--- config.mk ---
export PLATFORM = sky130hd
export DESIGN_NAME = rtc_irq_flags
export DESIGN_NICKNAME = d
export VERILOG_FILES = /design/src/rtl/rtc_irq_pkg.sv /design/src/rtl/rtc_alarm_cmp.sv /design/src/rtl/rtc_flag_cell.sv /design/src/rtl/rtc_irq_summary.sv /design/src/rtl/rtc_irq_flags.sv
export SDC_FILE = /design/constraint.sdc
export NUM_CORES = 1
export LEC_CHECK = 0
export BUFFER_PORTS_ARGS = -buffer_cell sky130_fd_sc_hd__buf_4
export CAP_MARGIN = 5
export CORE_MARGIN = 2
export CORE_UTILIZATION = 26
export DETAILED_ROUTE_END_ITERATION = 6
export GPL_ROUTABILITY_DRIVEN = 1
export PLACE_DENSITY = 0.75
export SYNTH_ARGS = -nofsm -noshare
export SYNTH_HDL_FRONTEND = slang
export SYNTH_SLANG_ARGS = --single-unit
--- constraint.sdc ---
create_clock -name clk -period 1.1 [get_ports clk]
set_clock_uncertainty 0.1 [all_clocks]
set_input_delay 0.22 -clock clk [delete_from_list [all_inputs] [get_ports clk]]
set_output_delay 0.22 -clock clk [all_outputs]
set_load 0.01 [all_outputs]
--- src/rtl/rtc_irq_pkg.sv ---
`timescale 1ns/1ps
package rtc_irq_pkg;
  localparam int NSRC     = 3;
  localparam int FLAG_LSB = 4;
  localparam int SUM_BIT  = 7;
  // Source index i maps to status bit FLAG_LSB+i
  typedef enum logic [1:0] {
    SRC_UPD = 2'd0,
    SRC_ALM = 2'd1,
    SRC_PER = 2'd2
  } src_e;
endpackage

--- src/rtl/rtc_alarm_cmp.sv ---
`timescale 1ns/1ps
module rtc_alarm_cmp #(
  parameter int W      = 8,
  parameter int FIELDS = 3
) (
  input  logic                  upd_stb,
  input  logic [FIELDS*W-1:0]   now_v,
  input  logic [FIELDS*W-1:0]   alm_v,
  output logic                  hit
);
  logic [FIELDS-1:0] eq;
  for (genvar g = 0; g < FIELDS; g++) begin : g_fld
    assign eq[g] = (now_v[g*W +: W] == alm_v[g*W +: W]);
  end
  assign hit = upd_stb & (&eq);
endmodule

--- src/rtl/rtc_flag_cell.sv ---
`timescale 1ns/1ps
module rtc_flag_cell (
  input  logic clk,
  input  logic rst_n,
  input  logic set_i,
  input  logic clr_i,
  output logic flag_o
);
  always_ff @(posedge clk) begin
    if (!rst_n)      flag_o <= 1'b0;
    else if (set_i)  flag_o <= 1'b1;
    else if (clr_i)  flag_o <= 1'b0;
  end
endmodule

--- src/rtl/rtc_irq_summary.sv ---
`timescale 1ns/1ps
module rtc_irq_summary #(
  parameter int NSRC = 3
) (
  input  logic [NSRC-1:0] flags,
  input  logic [NSRC-1:0] en,
  output logic            sum,
  output logic            req_n
);
  always_comb begin
    sum   = |(flags & en);
    req_n = ~sum;
  end
endmodule

--- src/rtl/rtc_irq_flags.sv ---
`timescale 1ns/1ps
module rtc_irq_flags
  import rtc_irq_pkg::*;
#(
  parameter int W = 8
) (
  input  logic         clk,
  input  logic         rst_n,
  input  logic         per_evt,
  input  logic         upd_evt,
  input  logic [2:0]   ien,
  input  logic [W-1:0] now_sec,
  input  logic [W-1:0] now_min,
  input  logic [W-1:0] now_hr,
  input  logic [W-1:0] alm_sec,
  input  logic [W-1:0] alm_min,
  input  logic [W-1:0] alm_hr,
  input  logic         stat_rd,
  output logic [7:0]   stat_c,
  output logic         irq_n
);
  logic            alm_hit;
  logic [NSRC-1:0] set_v;
  logic [NSRC-1:0] flags;
  logic            sum;

  rtc_alarm_cmp #(.W(W), .FIELDS(3)) u_cmp (
    .upd_stb (upd_evt),
    .now_v   ({now_hr, now_min, now_sec}),
    .alm_v   ({alm_hr, alm_min, alm_sec}),
    .hit     (alm_hit)
  );

  always_comb begin
    set_v          = '0;
    set_v[SRC_UPD] = upd_evt;
    set_v[SRC_ALM] = alm_hit;
    set_v[SRC_PER] = per_evt;
  end

  for (genvar i = 0; i < NSRC; i++) begin : g_src
    rtc_flag_cell u_cell (
      .clk    (clk),
      .rst_n  (rst_n),
      .set_i  (set_v[i]),
      .clr_i  (stat_rd),
      .flag_o (flags[i])
    );
  end

  rtc_irq_summary #(.NSRC(NSRC)) u_sum (
    .flags (flags),
    .en    (ien),
    .sum   (sum),
    .req_n (irq_n)
  );

  always_comb begin
    stat_c                               = '0;
    stat_c[SUM_BIT]                      = sum;
    stat_c[FLAG_LSB +: NSRC]             = flags;
  end
endmodule

==> impl_metrics.csv, run 1 <==
group,metric,value,unit
placed_design,numPortBuffers,60,
final_layout,drive_gt1_frac,0.600,
clock_network,cts_tree,"yes",
setup_path,crit_buf_inv,2,
final_layout,largestRegisters,"g_src.u_cell.flag_o: 3 flops",
clock_network,cts_max_path_buffers,2,
timing,min_period,1.46,ns
routing,vias,582,
timing,setup_viol,3,
grt,grt_max_degree,5,
final_layout,antenna_cells,0,
floorplan,io_pins,65,
power,peakVddDrop,0.336,mV
final_layout,syn_to_final_growth,112,%
flow_run,maxCapViolations,0,
setup_path,cp_max_fo,2,
outcome,violations,"setup timing",
routing,firstDrtPassIters,4,
grt,grt_overflow,0,
timing,max_freq,0.684,GHz
placed_design,pre_cts_ws,-0.181,ns
setup_path,crit_slowest_cell,"a222oi_1",
clock_network,cts_buffers,3,
power,power.density,660,mW/mm²
clock_network,root_buffer,"clkbuf_4",
routing,ant_nets,0,
timing,post-route-period-util,1.33,
final_layout,finalNonFillerCells,131,
grt,first_global_vias,583,
setup_path,critPathKind,"flip-flop to output pin",
routing,via_per_inst,4.44,
floorplan,coreArea,0.00154,mm²
timing,hold_viol,0,
grt,antenna_found_initial,0,
power,p_leak,0.440,nW
power,finalPower,0.000612,W
clock_network,htreeDepth,1,
clock_network,numClockSinks,3,
final_layout,fillCellCount,145,
routing,first_iter_violations,5,
final_layout,seqCellArea,62.6,µm²
grt,grtUsageTotal,0.139,
grt,grt_pass1_wl,2.09,mm
setup_path,crit_family,"compound AO/OA/AOI/OAI gates",
final_layout,multi_input_area,327,µm²
min_path,min_from,"per_evt",
setup_path,crit_start,"g_src[0].u_cell.flag_o",
synth,synth.distinct_cells,13,
synth,ys_warn_count,0,
setup_path,cp-end-kind,"output pin",
synth,syn_area_per_cell,8.24,µm²
clock_network,clock_latency,0.23,ns
synth,syn_inst,53,
floorplan,fp.dieW,45.0,µm
floorplan,placementRows,14,
min_path,hp-class,"input pin to flip-flop",
synth,seq_area_frac_synth,0.138,
setup_path,cp_data_required_time,0.78,ns
final_layout,fin_util,0.601,
final_layout,regMostFlops,"g_src.u_cell.flag_o",
routing,routed_wl,1.26,mm
routing,route.detailed.drc,0,
floorplan,dieArea,0.00202,mm²
clock_network,clkTransAtPathRegs,0.04,ns
setup_path,cp_slowest_stage_delay,0.39,ns
floorplan,start_util,0.283,
setup_path,crit_arrival,1.14,ns
routing,avgRoutedWirePerCell,9.65,µm
synth,synth_seq_cells,3,
final_layout,largest_register_ffs,3,
placed_design,dp_hpwl,1.17,mm
timing,worst_slack,-0.361,ns
outcome,outcome,"complete, but fails checks",
timing,rsz0062_at_grt,"yes",
setup_path,r2r_start,"g_src[1].u_cell.flag_o",
timing,timing.hold.ws,0.123,ns
setup_path,start_kind,"flip-flop",
final_layout,layout.nets,172,
setup_path,path_cells,"a222oi_1, inv_1, buf_4",
timing,slew_viol_final,0,
placed_design,place_congestion,0.630,
placed_design,dp.cells,127,
synth,syn_area,437,µm²
floorplan,die_y,45.0,µm
## cells in the mapped netlist, drive strengths merged
master / instances / area, µm²
a21oi: 2 / 10.0
a222oi: 1 / 10.0
a32o: 1 / 10.0
nand3: 2 / 10.0
nor2b: 2 / 12.5
xnor2: 24 / 210
nor3: 1 / 5.00
dfxtp: 3 / 60.1
nor4: 1 / 6.26
conb: 1 / 3.75
buf: 8 / 60.1
nand4: 5 / 31.3
inv: 2 / 7.51
## metal layers
layer | GRT usage | routed length (µm) | up-vias | part of all wire
li1 | - | - | 292 | -
met1 | 0.141 | 409 | 247 | 0.32
met2 | 0.280 | 693 | 43 | 0.55
met3 | 0.00400 | 161 | 0 | 0.13
met4 | 0.0706 | 0 | 0 | 0
met5 | 0 | 0 | - | 0
## cell families after synthesis
logic type | after synthesis | share of synthesized area
AOI/OAI and AO/OA | 4 | 0.0688
xor gates and xnor gates | 24 | 0.481
buffers and inverters | 10 | 0.155
DFF | 3 | 0.138
other | 1 | 0.00859
and+or+nand+nor | 11 | 0.149
## worst reg2reg max path: cells and delay by family (launching register included)
kind	cells	cell delay, ns
AO/OA/AOI/OAI	1	0.20
buffers and inverters	1	0.11
flip-flops	1	0.31
## cell usage in the layout, fill, tap and decap left out, drive strengths merged
cell type and count:
nor4 1, inv 2, nor3 1, nand4 5, a222oi 1, clkbuf 4
a32o 1, a21oi 2, buf 63, nand3 2, conb 4, xnor2 24
nor2b 2, dfxtp 3
## cell type report
class	count	share of cell area
flip-flops and latches	3	0.0675
clock buffers	4	0.0283
well taps	16	0.0216
repair buffers	63	0.522
multi-input cells	43	0.352
inverters	2	0.00810
## final timing paths
check                           endpoint  slack, ns  cells past startpoint
hold reg to reg   g_src[1].u_cell.flag_o       0.48                      2
setup reg to reg  g_src[1].u_cell.flag_o       0.27                      2
setup / recovery               stat_c[7]      -0.36                      3
hold / removal    g_src[2].u_cell.flag_o       0.12                      3
## per-stage QoR
step | area [µm²] | TNS (ns)
final | 927 | -0.707
after CTS | 921 | -0.768
after global placement | 881 | -0.394
after floorplan | 448 | -0.277
after global routing | 927 | -0.862
after detailed placement | 881 | -0.507
## repair_timing
item,4_1_cts,5_1_grt
hold buffers,0,0
setup endpoints to repair,5,5
pin swaps,0,1
setup buffers,0,0
endpoints found under the hold margin,0,0
gates resized for setup,5,1
## report_power, final
part | switching, W | internal, W
clock | 0.0000549 | 0.000136
combinational | 0.0000940 | 0.000210
sequential | 0.00000235 | 0.000115
total | 0.000151 | 0.000461
(Power assumes the default switching activity.)
==> run 2: changes to the inputs <==
--- a/config.mk
+++ b/config.mk
@@ -7,11 +7,12 @@
 export LEC_CHECK = 0
 export BUFFER_PORTS_ARGS = -buffer_cell sky130_fd_sc_hd__buf_4
 export CAP_MARGIN = 5
-export CORE_MARGIN = 2
+export CORE_MARGIN = 1
 export CORE_UTILIZATION = 26
 export DETAILED_ROUTE_END_ITERATION = 6
 export GPL_ROUTABILITY_DRIVEN = 1
 export PLACE_DENSITY = 0.75
+export SETUP_SLACK_MARGIN = 0.05
 export SYNTH_ARGS = -nofsm -noshare
 export SYNTH_HDL_FRONTEND = slang
 export SYNTH_SLANG_ARGS = --single-unit
==> run 2 against run 1 <==
The flow still finishes with violations (setup timing). Total power rose by 2.4%. Final cell count rose by 0.76%. Non-clock buffer count rose by 1. Combinational power rose by 5%. Register-to-register slack got worse by 0.12 ns. Worst hold slack improved by 0.00068 ns. Critical path type unchanged. Cell area rose by 4.2%. Maximum frequency fell by 1.4%. Sequential cell count did not move. Largest power group unchanged. Wire length fell by 0.32%.
==> impl_metrics.csv, run 2 (synthesis results as in run 1) <==
group,metric,value,unit
outcome,outcome,"complete, but fails checks",
outcome,violations,"setup timing",
routing,firstDrtPassIters,4,
setup_path,cp_slowest_stage_delay,0.40,ns
timing,slew_viol_final,0,
final_layout,fillCellCount,136,
routing,ant_nets,0,
clock_network,htreeDepth,1,
clock_network,numClockSinks,3,
floorplan,fp.dieW,43.0,µm
grt,grtUsageTotal,0.140,
setup_path,r2r_start,"g_src[1].u_cell.flag_o",
timing,hold_viol,0,
final_layout,fin_area,966,µm²
floorplan,start_util,0.283,
setup_path,ff2ff_setup_slack,0.15,ns
placed_design,place_congestion,0.664,
setup_path,worst-path-stages,3,
clock_network,cts_max_path_buffers,2,
final_layout,final_cell_mix,"buf_4, xnor2_1, nand4_1, buf_6, conb_1",
setup_path,cp-end-kind,"output pin",
timing,min_period,1.48,ns
final_layout,syn_to_final_growth,121,%
floorplan,die_y,43.0,µm
power,finalPower,0.000627,W
final_layout,final_common_cell,"buf_4",
flow_run,maxCapViolations,0,
final_layout,regMostFlops,"g_src.u_cell.flag_o",
placed_design,dp_hpwl,1.07,mm
clock_network,cts_buffers,3,
power,power.density,649,mW/mm²
final_layout,fin_util,0.627,
placed_design,pre_cts_ws,-0.155,ns
min_path,hp-class,"input pin to flip-flop",
setup_path,endpoint,"stat_c[7]",
power,p_leak,0.464,nW
setup_path,crit_arrival,1.16,ns
final_layout,antenna_cells,0,
routing,met1_length,388,µm
routing,wl_met2,714,µm
routing,vias,578,
setup_path,path_cells,"a222oi_1, inv_1, buf_4",
final_layout,largestRegisters,"g_src.u_cell.flag_o: 3 flops",
clock_network,clock_latency,0.23,ns
final_layout,largest_register_ffs,3,
routing,first_iter_violations,12,
grt,antenna_found_initial,0,
grt,grt_overflow,0,
routing,highest_layer,"met3",
setup_path,crit_buf_inv,2,
floorplan,dieArea,0.00185,mm²
clock_network,cts_tree,"yes",
setup_path,start_kind,"flip-flop",
timing,finalSetupTns,-0.739,ns
routing,avgRoutedWirePerCell,9.55,µm
timing,worst_slack,-0.381,ns
grt,grt_max_degree,5,
clock_network,clkTransAtPathRegs,0.04,ns
floorplan,placementRows,14,
routing,via_per_inst,4.38,
routing,wl_met3,158,µm
timing,max_freq,0.675,GHz
grt,grt_pass1_wl,2.01,mm
floorplan,io_pins,65,
routing,routed_wl,1.26,mm
grt,first_global_vias,586,
setup_path,reg2reg_to,"g_src[1].u_cell.flag_o",
final_layout,layout.nets,173,
placed_design,numPortBuffers,60,
setup_path,cp_max_fo,2,
timing,setup_viol,3,
clock_network,root_buffer,"clkbuf_4",
timing,post-route-period-util,1.35,
final_layout,drive_gt1_frac,0.638,
floorplan,coreArea,0.00154,mm²
setup_path,r2r_cells,3,
placed_design,post_dp_cell_area,881,µm²
setup_path,cp_data_required_time,0.78,ns
setup_path,crit_start,"g_src[0].u_cell.flag_o",
power,peakVddDrop,0.269,mV
setup_path,crit_slowest_cell,"a222oi_1",
setup_path,crit_family,"compound AO/OA/AOI/OAI gates",
routing,route.detailed.drc,0,
timing,rsz0062_at_grt,"yes",
setup_path,critPathKind,"flip-flop to output pin",
run 2: timing repair:
item	4_1_cts	5_1_grt
hold buffers	0	0
setup endpoints to repair	5	6
pin swaps	0	3
setup buffers	0	1
cloned	0	0
gates resized for setup	5	7
run 2: per-stage QoR:
stage | instances | hold slack, ns
final | 132 | 0.124
after global routing | 132 | 0.142
after CTS | 131 | 0.121
after detailed placement | 127 | 0.360
after global placement | 127 | 0.346
after floorplan | 56 | 0.248
run 2: worst register-to-register path, cell delays in order, from the launching register on:
cell	delay, ns
dfxtp_2	0.31
buf_6	0.11
buf_4	0.12
a32o_1	0.20
run 2: worst min-delay path by stage:
| stage | start | endpoint | slack [ns] | cells past startpoint |
|---|---|---|---|---|
| 4_1_cts | per_evt | g_src[2].u_cell.flag_o | 0.12 | 3 |
| 2_1_floorplan | rst_n | g_src[0].u_cell.flag_o | 0.25 | 1 |
| 5_1_grt | rst_n | g_src[0].u_cell.flag_o | 0.14 | 2 |
| 6_report | per_evt | g_src[2].u_cell.flag_o | 0.12 | 3 |
| 3_3_place_gp | per_evt | g_src[2].u_cell.flag_o | 0.35 | 3 |
| 3_5_place_dp | per_evt | g_src[2].u_cell.flag_o | 0.36 | 3 |
run 2: metal layers:
| layer | global-route usage | up-vias |
|---|---|---|
| li1 | - | 294 |
| met1 | 0.120 | 244 |
| met2 | 0.297 | 40 |
| met3 | 0.0170 | 0 |
| met4 | 0.0727 | 0 |
| met5 | 0 | - |
run 2: report_power, final:
part           switching, W  internal [W]
combinational     0.0000999      0.000220
sequential       0.00000279      0.000115
clock             0.0000531      0.000136
run 2: layout make-up:
cell class | count | area (µm²) | share of cell area
well taps | 16 | 20.0 | 0.0207
inverters | 2 | 7.51 | 0.00777
multi-input cells | 43 | 349 | 0.361
flip-flops and latches | 3 | 63.8 | 0.0661
repair buffers | 64 | 499 | 0.517
clock buffers | 4 | 26.3 | 0.0272
